**src/rtl/dac8_pkg.sv**
```systemverilog
// Shared constants and types for the eight-channel DAC command decoder.
// Assumes a fixed 16-bit command word. The channel select field is wide
// enough for CH_NUM channels.
package dac8_pkg;
    localparam int CH_NUM = 8;
    localparam int CODE_W = 8;
    localparam int CMD_W  = 16;
    localparam int SEL_W  = $clog2(CH_NUM);
    localparam int TERM_W = 2;

    // Termination state of one channel output
    typedef enum logic [TERM_W-1:0] {
        TERM_ACTIVE = 2'b00,
        TERM_HIZ    = 2'b01,
        TERM_100K   = 2'b10,
        TERM_2K5    = 2'b11
    } term_e;

    // Group command opcodes in bits 15:12 (bit 15 set)
    typedef enum logic [3:0] {
        OP_REG_ONLY = 4'h8,
        OP_WR_THRU  = 4'h9,
        OP_UPD_SEL  = 4'hA,
        OP_CHA_WR   = 4'hB,
        OP_BCAST    = 4'hC,
        OP_PD_HIZ   = 4'hD,
        OP_PD_100K  = 4'hE,
        OP_PD_2K5   = 4'hF
    } op_e;

    // Per-cycle control bundle from the decoder to the channels
    typedef struct packed {
        logic [CH_NUM-1:0] reg_we;
        logic [CH_NUM-1:0] out_from_data;
        logic [CH_NUM-1:0] out_from_reg;
        logic [CH_NUM-1:0] pd_set;
        term_e             pd_term;
        logic [CODE_W-1:0] wdata;
        logic              mode_we;
        logic              mode_val;
    } chan_ctl_t;
endpackage

```
**src/rtl/dac8_cmd_decode.sv**
```systemverilog
// Command decoder: turns one valid command word into per-channel write,
// update and power-down strobes for this cycle. Purely combinational.
// Assumes the current mode bit is supplied by the caller.
module dac8_cmd_decode
    import dac8_pkg::*;
(
    input  logic             cmd_valid,
    input  logic [CMD_W-1:0] cmd_word,
    input  logic             wt_mode,
    output chan_ctl_t        ctl
);
    logic [SEL_W-1:0]  sel;
    logic [CH_NUM-1:0] mask;
    logic [3:0]        op;

    assign sel  = cmd_word[12 +: SEL_W];
    assign mask = cmd_word[CH_NUM-1:0];
    assign op   = cmd_word[15:12];

    // Build the strobe bundle for the offered word
    always_comb begin
        ctl         = '0;
        ctl.pd_term = TERM_ACTIVE;
        ctl.wdata   = cmd_word[4 +: CODE_W];
        if (cmd_valid) begin
            if (!cmd_word[15]) begin
                ctl.reg_we[sel]        = 1'b1;
                ctl.out_from_data[sel] = wt_mode;
            end else begin
                case (op)
                    OP_REG_ONLY: begin
                        ctl.mode_we  = 1'b1;
                        ctl.mode_val = 1'b0;
                    end
                    OP_WR_THRU: begin
                        ctl.mode_we  = 1'b1;
                        ctl.mode_val = 1'b1;
                    end
                    OP_UPD_SEL: ctl.out_from_reg = mask;
                    OP_CHA_WR: begin
                        ctl.reg_we[0]        = 1'b1;
                        ctl.out_from_data[0] = 1'b1;
                        ctl.out_from_reg     = {{(CH_NUM-1){1'b1}}, 1'b0};
                    end
                    OP_BCAST: begin
                        ctl.reg_we        = '1;
                        ctl.out_from_data = '1;
                    end
                    default: begin
                        ctl.pd_set  = mask;
                        ctl.pd_term = term_e'(cmd_word[13:12]);
                    end
                endcase
            end
        end
    end
endmodule

```
**src/rtl/dac8_channel.sv**
```systemverilog
// One channel: staging register, output code and termination state.
// Assumes an output load and a power-down never arrive together.
// An output load wins and wakes the channel.
module dac8_channel
    import dac8_pkg::*;
#(
    parameter int W = CODE_W
) (
    input  logic         clk,
    input  logic         rst_n,
    input  logic         reg_we,
    input  logic         out_from_data,
    input  logic         out_from_reg,
    input  logic         pd_set,
    input  term_e        pd_term,
    input  logic [W-1:0] wdata,
    output logic [W-1:0] reg_q,
    output logic [W-1:0] out_q,
    output term_e        term_q,
    output logic         pd_q
);
    // Staging register
    always_ff @(posedge clk) begin
        if (!rst_n)      reg_q <= '0;
        else if (reg_we) reg_q <= wdata;
    end

    // Output code, loaded from the data field or from the register
    always_ff @(posedge clk) begin
        if (!rst_n)             out_q <= '0;
        else if (out_from_data) out_q <= wdata;
        else if (out_from_reg)  out_q <= reg_q;
    end

    // Termination state: an output load wakes, a power-down sets
    always_ff @(posedge clk) begin
        if (!rst_n)                            term_q <= TERM_ACTIVE;
        else if (out_from_data | out_from_reg) term_q <= TERM_ACTIVE;
        else if (pd_set)                       term_q <= pd_term;
    end

    // Powered-down flag
    always_comb pd_q = (term_q != TERM_ACTIVE);
endmodule

```
**src/rtl/dac8_bias.sv**
```systemverilog
// Shared bias control: enabled while at least one channel is awake.
// Assumes one powered-down flag per channel.
module dac8_bias #(
    parameter int N = 8
) (
    input  logic [N-1:0] pd,
    output logic         bias_en
);
    // Drop bias only when every channel is down
    always_comb bias_en = ~(&pd);
endmodule

```
**src/rtl/dac8_cmd_decoder.sv**
```systemverilog
// Top: eight-channel DAC command decoder. Holds the mode bit, decodes
// each valid word and drives the channel bank and the shared bias.
// Assumes commands arrive as single-cycle strobes on cmd_valid.
module dac8_cmd_decoder
    import dac8_pkg::*;
(
    input  logic                     clk,
    input  logic                     rst_n,
    input  logic                     cmd_valid,
    input  logic [CMD_W-1:0]         cmd_word,
    output logic [CH_NUM*CODE_W-1:0] reg_code_o,
    output logic [CH_NUM*CODE_W-1:0] out_code_o,
    output logic [CH_NUM*TERM_W-1:0] term_o,
    output logic [CH_NUM-1:0]        pd_o,
    output logic                     wt_mode_o,
    output logic                     bias_en_o
);
    chan_ctl_t ctl;

    dac8_cmd_decode u_dec (
        .cmd_valid (cmd_valid),
        .cmd_word  (cmd_word),
        .wt_mode   (wt_mode_o),
        .ctl       (ctl)
    );

    // Mode bit: register-only after reset
    always_ff @(posedge clk) begin
        if (!rst_n)           wt_mode_o <= 1'b0;
        else if (ctl.mode_we) wt_mode_o <= ctl.mode_val;
    end

    for (genvar i = 0; i < CH_NUM; i++) begin : g_ch
        term_e term_w;
        dac8_channel #(.W(CODE_W)) u_ch (
            .clk           (clk),
            .rst_n         (rst_n),
            .reg_we        (ctl.reg_we[i]),
            .out_from_data (ctl.out_from_data[i]),
            .out_from_reg  (ctl.out_from_reg[i]),
            .pd_set        (ctl.pd_set[i]),
            .pd_term       (ctl.pd_term),
            .wdata         (ctl.wdata),
            .reg_q         (reg_code_o[i*CODE_W +: CODE_W]),
            .out_q         (out_code_o[i*CODE_W +: CODE_W]),
            .term_q        (term_w),
            .pd_q          (pd_o[i])
        );
        assign term_o[i*TERM_W +: TERM_W] = term_w;
    end

    dac8_bias #(.N(CH_NUM)) u_bias (
        .pd      (pd_o),
        .bias_en (bias_en_o)
    );
endmodule

```
**config.mk**
```make
export PLATFORM = sky130hd
export DESIGN_NAME = dac8_cmd_decoder
export DESIGN_NICKNAME = d
export VERILOG_FILES = /design/src/rtl/dac8_pkg.sv /design/src/rtl/dac8_cmd_decode.sv /design/src/rtl/dac8_channel.sv /design/src/rtl/dac8_bias.sv /design/src/rtl/dac8_cmd_decoder.sv
export SDC_FILE = /design/constraint.sdc
export NUM_CORES = 1
export LEC_CHECK = 0
export ABC_AREA = 0
export BUFFER_PORTS_ARGS = -buffer_cell sky130_fd_sc_hd__buf_2
export CAP_MARGIN = 40
export CORE_ASPECT_RATIO = 1.1
export CORE_UTILIZATION = 47
export CTS_CLUSTER_DIAMETER = 50
export DETAILED_ROUTE_END_ITERATION = 8
export PLACE_DENSITY = 0.78
export SYNTH_ARGS = -nofsm -noshare
export SYNTH_HDL_FRONTEND = slang
export SYNTH_SLANG_ARGS = --single-unit
```
**constraint.sdc**
```tcl
create_clock -name clk -period 4.6 [get_ports clk]
set_clock_uncertainty 0.2 [all_clocks]
set_input_delay 0.46 -clock clk [delete_from_list [all_inputs] [get_ports clk]]
set_output_delay 0.46 -clock clk [all_outputs]
set_load 0.01 [all_outputs]
```
Word-level counts from Yosys, hierarchy flattened
Cells that the tools add are included.
{ "totals": {"ff_bits": 145, "latchBits": 0, "mem_bits_rw": 0, "mem_bits_ro": 0, "output_inout_bits": 154, "elab_cells": 99, "memories": 0} }
{ "classes": {"addsub": 0, "n_mul": 0, "n_div": 0, "magnitude_cmp": 2, "n_eq_ne": 5, "shifts": 0, "mux": 28, "bitwise_logic": 11, "reduce_logical": 28} }
{ "op_table": {"columns": ["operator", "n"], "rows": [
  ["8-bit two-way mux", 16],
  ["34-bit two-way mux", 1],
  ["2-bit nonzero test", 16],
  ["4-bit equality test (second input constant)", 5],
  ["18-bit two-way mux", 1],
  ["2-bit OR reduction", 9],
  ["16-bit two-way mux", 1],
  ["8-bit case mux with 2 select lines", 1],
  ["10-bit two-way mux", 1],
  ["8-bit bitwise AND", 1],
  ["1-bit bitwise OR", 8],
  ["8-bit AND reduction", 1],
  ["7-bit two-way mux", 1],
  ["5-bit OR reduction", 1],
  ["3-bit by 4-bit less-than comparator with 1-bit output (second input constant)", 1],
  ["2-bit two-way mux", 2],
  ["2-bit case mux with 2 select lines", 1],
  ["1-bit demux with 3-bit select", 1],
  ["3-bit by 1-bit >= comparator with 1-bit output (second input constant)", 1],
  ["1-bit two-way mux", 2],
  ["1-bit NOT", 2],
  ["1-bit logical AND", 1]
]} }

Depth between registers and ports, before layout
Gate-level depths: netlist (run 1).
{ "depth": {"word_depth": 9, "depth_mapped": 7} }

Cells and area by module
Synthesis (run 1) repeated with hierarchy kept, for this count alone.
{ "hier_totals": {"hier_cells": 644, "hier_area_um2": 7029.2} }
{ "by_module_without_submodules": {"columns": ["module", "instances", "cells_each", "area_each_um2", "seq_area_each_um2"], "rows": [
  ["dac8_channel", 8, 68, 808.3, 360.3],
  ["dac8_cmd_decode", 1, 94, 508.0, 0.0],
  ["dac8_cmd_decoder", 1, 3, 36.3, 20.0],
  ["dac8_bias", 1, 3, 18.8, 0.0]
]} }

Worst setup path after synthesis (run 1)
OpenSTA, ideal clock, no wires.
{ "synth_path": {"path_type": "input to register", "startpoint": "input cmd_word[13]", "endpoint": "register g_ch[6].u_ch.term_q[1]", "setup_ns": 0.116, "arrival_ns": 1.613, "t_required_ns": 4.284, "slack_ns": 2.672, "path_stages": 6, "cell_sequence": "buf_2 -> buf_4 -> o2111a_1 -> nand2_1 -> mux2_2 -> and3_1"} }
{ "synth_via": {"elab_chain_cells": 9} }
{ "synth_rtl": {"columns": ["element", "line", "text"], "rows": [
  ["start: declaration", "dac8_cmd_decoder.sv:10", "input logic [CMD_W-1:0] cmd_word,"],
  ["3-bit by 4-bit less-than comparator with 1-bit output (not written as such) / 3-bit by 1-bit >= comparator with 1-bit output (equally long branches)", "dac8_cmd_decode.sv:28", "ctl.out_from_data[sel] = wt_mode;"],
  ["1-bit logical AND (not written as such)", "dac8_cmd_decode.sv:28", null],
  ["1-bit two-way mux (not written as such)", "dac8_cmd_decode.sv:28", null],
  ["1-bit demux with 3-bit select", null, null],
  ["8-bit bitwise AND (no line)", null, null],
  ["16-bit two-way mux", "dac8_cmd_decode.sv:26", "if (!cmd_word[15]) begin"],
  ["34-bit two-way mux (*)", "dac8_cmd_decode.sv:25", "if (cmd_valid) begin"],
  ["1-bit bitwise OR", "dac8_channel.sv:38", "else if (out_from_data | out_from_reg) term_q <= TERM_ACTIVE;"],
  ["2-bit OR reduction (no line)", null, null],
  ["end signal: assignment", "dac8_channel.sv:39", "else if (pd_set) term_q <= pd_term;"],
  ["end: declaration", "dac8_channel.sv:19", "output term_e term_q,"]
]} }
Mark *: on every way between the ends. The rest lies on a longest branch, timed or not.
A chain may end at the register's enable or synchronous reset.

Final worst setup path (run 1)
{ "layout_path": {"startpoint": "input cmd_word[12]", "endpoint": "register g_ch[0].u_ch.term_q[0]"} }
{ "layout_via": {"elab_chain_cells": 9} }
{ "layout_rtl": {"columns": ["element", "line"], "rows": [
  ["3-bit by 4-bit less-than comparator with 1-bit output (not written as such) / 3-bit by 1-bit >= comparator with 1-bit output (equally long branches)", "dac8_cmd_decode.sv:28"],
  ["1-bit logical AND (not written as such)", "dac8_cmd_decode.sv:28"],
  ["1-bit two-way mux (not written as such)", "dac8_cmd_decode.sv:28"],
  ["1-bit demux with 3-bit select", null],
  ["8-bit bitwise AND (no line)", null],
  ["16-bit two-way mux", "dac8_cmd_decode.sv:26"],
  ["34-bit two-way mux (*)", "dac8_cmd_decode.sv:25"],
  ["1-bit bitwise OR", "dac8_channel.sv:38"],
  ["2-bit OR reduction (no line)", null],
  ["end signal: assignment", "dac8_channel.sv:39"],
  ["end: declaration", "dac8_channel.sv:19"]
]} }
Marks and branches as above.

==> results.json, run 1 <==
{
  "status": "finished clean",
  "avgViaCountPerCell": 5.46,
  "cap_violations": 0,
  "track_usage_pct": 26.0,
  "setup_violations": 0,
  "irDropWorstVdd_uv": 276,
  "initial_utilization_pct": 47.9,
  "power_w": 0.00297,
  "multi_input_area_mm2": 0.00338,
  "async_flop_share_pct": 0,
  "arrival_ns": 2.33,
  "hp-class": "in2reg",
  "gp_congestion": 0.824,
  "max_clock_freq_mhz": 461,
  "area_delta_synth_final_pct": 21.4,
  "drt-wirelength-per-cell_um": 17.0,
  "swShare_pct": 24.1,
  "die_h_um": 126,
  "placedInstanceArea_mm2": 0.00742,
  "yosysUniqueCellTypes": 51,
  "syn_inst": 745,
  "p_per_area_mw_per_mm2": 370,
  "regArea_mm2": 0.00290,
  "avgSynthCellArea_um2": 8.87,
  "cp_data_required_time_ns": 4.76,
  "antenna_found_initial": 0,
  "fin_util_pct": 58.2,
  "drv_slew": 0,
  "drt_pass1_iterations": 6,
  "htree_levels": 4,
  "synth_top_area_share_pct": 43.9,
  "syn_area_mm2": 0.00661,
  "tns_ns": 0,
  "path_clk_slew_ns": 0.06,
  "dp_hpwl_um": 12100,
  "cts.sinks": 145,
  "clkLatencyLatePin_ns": 0.42,
  "synth_area_leaders": "dfxtp_1 (44%), mux2i_1 (10%), nand2_1 (8.2%), nor2b_1 (4.0%), o21ai_0 (3.8%)",
  "synth-main-ff-cell": "dfxtp_1",
  "tightest_slew_ns": 0.882,
  "cts_tree": "built",
  "core_area_mm2": 0.0138,
  "postCtsResizedCells": 0,
  "nets": 897,
  "ys_seq_area_share_pct": 43.9,
  "crit_fanout": 34,
  "combPwrFrac_pct": 8.3,
  "clock-root-buffer": "clkbuf_16",
  "vias": 5883,
  "finalCriticalPeriod_ns": 2.17,
  "power_frac_clock_pct": 47.8,
  "post-cts-setup-buffers": 0,
  "diodes": 0,
  "cts_made_buffers": 17,
  "grt_setup_unrepaired": "false",
  "end_kind": "flop",
  "drt_iter0_markers": 310,
  "dieWidth_um": 115,
  "crit_path_start_kind": "primary input",
  "io_buffers": 172,
  "cts_hold_buf": 0,
  "clk_path_buf_depth": 2,
  "ys_warn_count": 0,
  "drc": 0,
  "synth-seq-cells": 145,
  "maxSlewHeadroom_pct": 41.2,
  "drive_above_1_share_pct": 27.0,
  "grt_pass1_vias": 5490,
  "grt_pass1_wl_um": 29000,
  "fp-row-count": 45,
  "p_leak_nw": 3.46,
  "fillers": 1246,
  "p_seq_share_pct": 44.0,
  "worst-setup-path-type": "in2reg",
  "fin_crit_sh_pct": 47.2,
  "hold_viol_final": 0,
  "yosysTopAreaCell": "dfxtp_1",
  "syn_nets": 764,
  "grt_start_max_net_pins": 101,
  "synth_enable_flop_cells": 0,
  "gr-total-overflow": 0,
  "ios": 173,
  "p_int_w": 0.00225,
  "postRouteAntennaNets": 0,
  "wirelength_um": 18300,
  "final_area_mm2": 0.00803,
  "switchingPower_w": 0.000716,
  "die_area_mm2": 0.0145
}
cells by family (layout without fill, tap and decap cells):
logic type             after synthesis  in the layout  share of synthesized area, %
AO/OA/AOI/OAI                      176            176                          17.5
XOR/XNOR                             1              1                         0.132
buffers and inverters               64            208                          5.00
flip-flops                         145            145                          43.9
multiplexers                        70             70                          10.7
AND/OR/NAND/NOR                    289            289                          22.8
layout by cell type (no fill, tap or decap), types with 3 or more instances in the layout:
master and instances:
nor3b_1 3, clkinvlp_4 3, mux2_2 3, a22oi_1 7
buf_4 4, o21a_1 5, and4b_1 4, a21boi_0 8
nor3_1 3, nand3_1 23, a21oi_4 4, a21oi_1 24
mux2i_1 67, nor2_1 12, o21ai_2 4, a21boi_1 9
nand3b_1 6, o21ai_0 50, or2_2 8, nand2_1 144
and3_1 9, a21o_1 4, nor2_4 7, and2_1 5
nand2b_1 11, buf_2 171, nor2b_1 42, inv_1 3
a22o_1 5, bufinv_16 3, a2bb2oi_1 4, dfxtp_1 145
o21ai_1 7, clkinv_4 3, clkbuf_16 17, a31oi_1 39
flip-flops by register name, summed over array words and instances, names as in the netlist:
register / count
g_ch.u_ch.out_q: 64
g_ch.u_ch.reg_q: 64
g_ch.u_ch.term_q: 16
wt_mode_o: 1
worst paths after layout:
kind                                      startpoint                                   to  slack [ns]  cells after the start
setup / recovery                        cmd_word[12]  g_ch[0].u_ch.term_q[0]$_SDFFE_PP0P_        2.43                      5
hold / removal                           cmd_word[1]  g_ch[1].u_ch.term_q[0]$_SDFFE_PP0P_        0.16                      3
setup reg to reg              wt_mode_o$_SDFFE_PN0P_  g_ch[1].u_ch.term_q[0]$_SDFFE_PP0P_        2.67                      4
hold reg to reg   g_ch[6].u_ch.out_q[0]$_SDFFE_PN0P_   g_ch[6].u_ch.out_q[0]$_SDFFE_PN0P_        0.26                      2
layer usage:
metal  routed length, um  up-vias  GRT usage [%]
met2                8580      193           40.4
met3                1140       32           7.55
met5                   0        -              0
li1                    -     2850              -
met1                8150     2808           33.7
met4                 428        0           11.1
synthesized netlist by cell type, types with 2 or more instances:
master,n
and3_1,9
clkbuf_1,30
a21boi_0,8
a21o_1,4
nor3_1,3
or2_2,8
and4b_1,4
nand3b_1,6
buf_2,15
buf_4,13
a21boi_1,9
a31oi_1,39
nand3_1,23
o21ai_2,4
a21oi_1,24
a2bb2oi_1,4
nor2_4,7
and2_1,5
and4bb_2,2
a21oi_4,4
mux2i_1,67
a22o_1,5
a22oi_1,7
buf_6,3
nand2_1,144
nor2_1,12
or3b_1,2
o21ai_1,7
mux2_2,3
nor2b_1,42
dfxtp_1,145
nand2b_1,11
nor3b_1,3
o21ai_0,50
inv_1,3
o21a_1,5
critical path, stage by stage:
cell and delay [ns]:
buf_2 0.44, and4bb_4 0.30, a311oi_2 0.48, nand2b_1 0.40, and4b_1 0.24
area by class of cell:
class | count | share of cell area, %
clock buffers | 19 | 5.64
clock inverters | 11 | 1.95
inverters | 3 | 0.140
multi-input cells | 536 | 42.2
flip-flops and latches | 145 | 36.2
well taps | 188 | 2.93
repair buffers | 175 | 11.0
stage by stage:
stage	worst slack (ns)	hold slack [ns]	instances
2_1_floorplan	2.67	0.274	745
3_3_place_gp	2.10	0.238	1046
3_5_place_dp	2.03	0.249	1047
4_1_cts	2.46	0.138	1077
5_1_grt	2.30	0.163	1077
6_report	2.43	0.159	1077
power by group through the flow:
stage	Sequential (W)	Clock [W]	Combinational, W
2_1_floorplan	0.00134	0	0.000155
3_3_place_gp	0.00133	0	0.000239
3_5_place_dp	0.00133	0	0.000243
4_1_cts	0.00130	0.00144	0.000244
5_1_grt	0.00131	0.00151	0.000267
6_report	0.00130	0.00142	0.000245
(Power assumes the default switching activity.)
==> inputs of run 2 (changes only) <==
clock period = 2.1 ns   (was 4.6 ns; I/O delays follow)
==> results.json, run 2 (synthesis results as in run 1) <==
{
  "r2r_cells": 4,
  "io_buffers": 172,
  "end_kind": "output port",
  "clk_path_buf_depth": 2,
  "area_delta_synth_final_pct": 24.1,
  "drive_above_1_share_pct": 28.4,
  "drt_iter0_markers": 365,
  "postCtsResizedCells": 0,
  "p_seq_share_pct": 44.7,
  "fillers": 1212,
  "crit_fanout": 3,
  "drc": 0,
  "p_int_w": 0.00481,
  "max_clock_freq_mhz": 534,
  "p_leak_nw": 3.56,
  "cts.sinks": 145,
  "initial_utilization_pct": 47.9,
  "clkLatencyLatePin_ns": 0.42,
  "top_regs": "g_ch.u_ch.out_q (64), g_ch.u_ch.reg_q (64), g_ch.u_ch.term_q (16)",
  "htree_levels": 4,
  "cts_tree": "built",
  "fp-row-count": 45,
  "grt_start_max_net_pins": 69,
  "p_per_area_mw_per_mm2": 779,
  "swShare_pct": 24.8,
  "drt_pass1_iterations": 5,
  "dp_hpwl_um": 12500,
  "status": "finished clean",
  "mostFrequentLayoutCells": "buf_2 (171), dfxtp_1 (145), nand2_1 (144)",
  "fin_crit_sh_pct": 89.1,
  "final_area_mm2": 0.00821,
  "placedInstanceArea_mm2": 0.00759,
  "antenna_found_initial": 1,
  "combPwrFrac_pct": 8.9,
  "gr-total-overflow": 0,
  "hp-class": "in2reg",
  "clock-root-buffer": "clkbuf_16",
  "avgViaCountPerCell": 5.39,
  "grt_setup_unrepaired": "false",
  "die_area_mm2": 0.0145,
  "ios": 173,
  "gp_congestion": 0.824,
  "grt_pass1_wl_um": 29000,
  "cp_data_required_time_ns": 1.69,
  "startpoint": "g_ch[3].u_ch.term_q[1]$_SDFFE_PP0P_",
  "cap_violations": 0,
  "post-cts-setup-buffers": 0,
  "crit_path_start_kind": "flop",
  "cts_made_buffers": 17,
  "switchingPower_w": 0.00159,
  "finalCriticalPeriod_ns": 1.87,
  "track_usage_pct": 26.1,
  "power_frac_clock_pct": 46.4,
  "drt-wirelength-per-cell_um": 16.7,
  "r2r-start": "wt_mode_o$_SDFFE_PN0P_",
  "critPathCapture": "bias_en_o",
  "tns_ns": 0,
  "timing.rr.end": "g_ch[6].u_ch.term_q[0]$_SDFFE_PP0P_",
  "hold_viol_final": 0,
  "vias": 5941,
  "diodes": 0,
  "reg2reg_slack_ns": 0.36,
  "nets": 920,
  "maxSlewHeadroom_pct": 48.1,
  "irDropWorstVdd_uv": 428,
  "path_clk_slew_ns": 0.06,
  "cts_hold_buf": 4,
  "grt_pass1_vias": 5443,
  "setup_violations": 0,
  "worst-setup-path-type": "reg2out",
  "wirelength_um": 18400,
  "drv_slew": 0,
  "die_h_um": 126,
  "dieWidth_um": 115,
  "core_area_mm2": 0.0138,
  "tightest_slew_ns": 0.773,
  "postRouteAntennaNets": 0,
  "arrival_ns": 1.46,
  "final_common_cell": "buf_2"
}
-- run 2: power groups by stage --
stage                     Combinational (W)  Clock [W]  Sequential (W)
after global routing               0.000620    0.00311         0.00286
final                              0.000570    0.00296         0.00286
after detailed placement           0.000557          0         0.00292
after floorplan                    0.000340          0         0.00294
after CTS                          0.000567    0.00300         0.00286
after global placement             0.000550          0         0.00292
-- run 2: routing by layer --
metal / GRT usage [%] / up-vias / part of all wire [%]
li1: - / 2912 / -
met1: 33.9 / 2781 / 45
met2: 39.9 / 206 / 46
met5: 0 / - / 0
met3: 7.36 / 42 / 6.3
met4: 12.0 / 0 / 3.0
-- run 2: critical path: stages (launching register included) --
cell     delay [ns]
dfxtp_1        0.33
or2_2          0.31
and4_1         0.20
nand4_1        0.08
buf_2          0.12
-- run 2: stage by stage --
step                      util, %  std cells  hold WS [ns]  setup slack [ns]  power [W]
after floorplan                 -        745         0.156             0.422    0.00328
after global placement       55.0       1066         0.243             0.168    0.00347
after detailed placement     55.0       1066         0.243            0.0912    0.00347
after CTS                    59.5       1102        0.0123             0.220    0.00642
after global routing         59.5       1102        0.0517             0.155    0.00660
final                        59.5       1102        0.0243             0.228    0.00639
-- run 2: how the worst min path moves through the flow --
stage	cells after the start	end	slack, ns	from
after floorplan	2	g_ch[1].u_ch.term_q[0]$_SDFFE_PP0P_	0.16	cmd_word[1]
after global placement	2	g_ch[6].u_ch.out_q[5]$_SDFFE_PN0P_	0.24	g_ch[6].u_ch.out_q[5]$_SDFFE_PN0P_
after detailed placement	2	g_ch[6].u_ch.out_q[5]$_SDFFE_PN0P_	0.24	g_ch[6].u_ch.out_q[5]$_SDFFE_PN0P_
after CTS	3	g_ch[4].u_ch.reg_q[5]$_SDFFE_PN0P_	0.01	cmd_word[9]
after global routing	3	g_ch[4].u_ch.reg_q[5]$_SDFFE_PN0P_	0.05	cmd_word[9]
final	3	g_ch[4].u_ch.reg_q[5]$_SDFFE_PN0P_	0.02	cmd_word[9]
-- run 2: cell type report --
class	count	area [um^2]	area share [%]
flip-flops and latches	145	2900	35.4
multi-input cells	536	3380	41.2
inverters	3	11.3	0.137
clock inverters	13	138	1.68
well taps	188	235	2.87
repair buffers	198	1090	13.3
clock buffers	19	443	5.40
==> inputs of run 3 (changes only) <==
PLACE_DENSITY = 0.72   (was 0.78)
clock period = 1.8 ns   (was 2.1 ns; I/O delays follow)
==> results.json, run 3 (synthesis results as in run 1) <==
{
  "final_cells": 1140,
  "max_clock_freq_mhz": 570,
  "drive_above_1_share_pct": 31.6,
  "power_frac_clock_pct": 47.7,
  "hp-class": "in2reg",
  "wirelength_um": 18900,
  "irDropWorstVdd_uv": 586,
  "pre_cts_slack_ns": 0.000366,
  "avgViaCountPerCell": 5.34,
  "cp_data_required_time_ns": 1.42,
  "io_buffers": 172,
  "postRouteAntennaNets": 0,
  "drt_iter0_markers": 566,
  "setup_violations": 0,
  "hold_viol_final": 0,
  "drt_pass1_iterations": 4,
  "crit_fanout": 3,
  "drv_slew": 0,
  "cts_tree": "built",
  "core_area_mm2": 0.0138,
  "swShare_pct": 23.2,
  "area_delta_synth_final_pct": 31.2,
  "antenna_found_initial": 1,
  "drc": 0,
  "status": "finished clean",
  "cap_violations": 0,
  "reg2reg_slack_ns": 0.23,
  "tns_ns": 0,
  "dp_hpwl_um": 13200,
  "p_leak_nw": 3.80,
  "power_w": 0.00776,
  "grt_pass1_wl_um": 29500,
  "final_common_cell": "buf_2",
  "combPwrFrac_pct": 9.4,
  "tightest_slew_ns": 0.765,
  "grt_pass1_vias": 5656,
  "fp-row-count": 45,
  "setup_ws_ns": 0.0471,
  "ios": 173,
  "p_seq_share_pct": 43.0,
  "gp_congestion": 0.829,
  "mostFrequentLayoutCells": "buf_2 (171), nand2_1 (144), dfxtp_1 (138)",
  "dr.max_layer_used": "met5",
  "track_usage_pct": 26.2,
  "drt-wirelength-per-cell_um": 16.6,
  "nets": 960,
  "path_clk_slew_ns": 0.06,
  "htree_levels": 4,
  "placedInstanceArea_mm2": 0.00792,
  "initial_utilization_pct": 47.9,
  "fin_crit_sh_pct": 97.4,
  "clkLatencyLatePin_ns": 0.42,
  "switchingPower_w": 0.00180,
  "dieWidth_um": 115,
  "drt-met1-wl_um": 8470,
  "maxSlewHeadroom_pct": 48.6,
  "finalCriticalPeriod_ns": 1.75,
  "dr_wl_met3_um": 957,
  "final_area_mm2": 0.00868,
  "clk_path_buf_depth": 2,
  "worst-setup-path-type": "reg2out",
  "vias": 6086,
  "grt_start_max_net_pins": 42,
  "cts_made_buffers": 17,
  "met2_wirelength_um": 9120,
  "placedCellCount": 1099,
  "die_area_mm2": 0.0145,
  "p_int_w": 0.00596,
  "cts.sinks": 145,
  "top_regs": "g_ch.u_ch.out_q (64), g_ch.u_ch.reg_q (64), g_ch.u_ch.term_q (16)",
  "arrival_ns": 1.37,
  "p_per_area_mw_per_mm2": 895,
  "clock-root-buffer": "clkbuf_16",
  "gr-total-overflow": 0,
  "crit_path_start_kind": "flop",
  "end_kind": "output port",
  "die_h_um": 126,
  "diodes": 0
}
-- run 3: changes by cell type in the layout (fill, tap and decap cells not counted), sizes merged, moves of 2 or more --
cell	before	now
buf	194	230
clkinv	7	3
clkbuf	19	21
dlygate4sd3	4	8
bufinv	2	4
-- run 3: what timing repair did --
| action | 4_1_cts | 5_1_grt |
|---|---|---|
| hold endpoints to repair | 19 | 0 |
| gates resized for setup | 6 | 9 |
| pin swaps | 1 | 2 |
| cloned | 0 | 0 |
| endpoints found under the setup margin | 1 | 3 |
| setup buffers | 2 | 1 |
| hold buffers | 8 | 0 |
-- run 3: cell type report --
| class | count | area [um^2] |
|---|---|---|
| clock buffers | 21 | 460 |
| clock inverters | 9 | 158 |
| repair buffers | 238 | 1490 |
| well taps | 188 | 235 |
| inverters | 3 | 11.3 |
| multi-input cells | 536 | 3410 |
| flip-flops and latches | 145 | 2910 |
| fillers | 1165 | 5120 |
-- run 3: power groups by stage --
stage	sequential, W	clock, W	combinational [W]
floorplan	0.00343	0	0.000397
global placement	0.00340	0	0.000695
detailed placement	0.00340	0	0.000703
CTS	0.00333	0.00374	0.000721
global route	0.00334	0.00388	0.000787
finish	0.00334	0.00370	0.000727
-- run 3: routing by layer --
metal,up-vias,global-route usage (%)
li1,2983,-
met1,2900,33.4
met2,172,43.6
met3,29,5.59
met4,2,8.71
met5,-,0
-- run 3: critical path: stages (launching register included) --
cell	delay [ns]
dfxtp_1	0.34
or2_4	0.24
and4_1	0.19
nand4_1	0.06
buf_2	0.12
-- run 3: path summary, 6_finish.rpt --
path,startpoint,end,cells past startpoint
max,g_ch[3].u_ch.term_q[0]$_SDFFE_PP0P_,bias_en_o,4
min,cmd_word[12],wt_mode_o$_SDFFE_PN0P_,3
max reg2reg,wt_mode_o$_SDFFE_PN0P_,g_ch[7].u_ch.term_q[0]$_SDFFE_PP0P_,4
min reg2reg,g_ch[6].u_ch.out_q[2]$_SDFFE_PN0P_,g_ch[6].u_ch.out_q[2]$_SDFFE_PN0P_,2
-- run 3: per-stage QoR --
step,utilization [%],hold slack [ns]
finish,62.9,0.0253
global route,62.9,0.0412
CTS,62.7,0.00186
detailed placement,57.4,0.248
global placement,57.4,0.246
floorplan,-,0.126
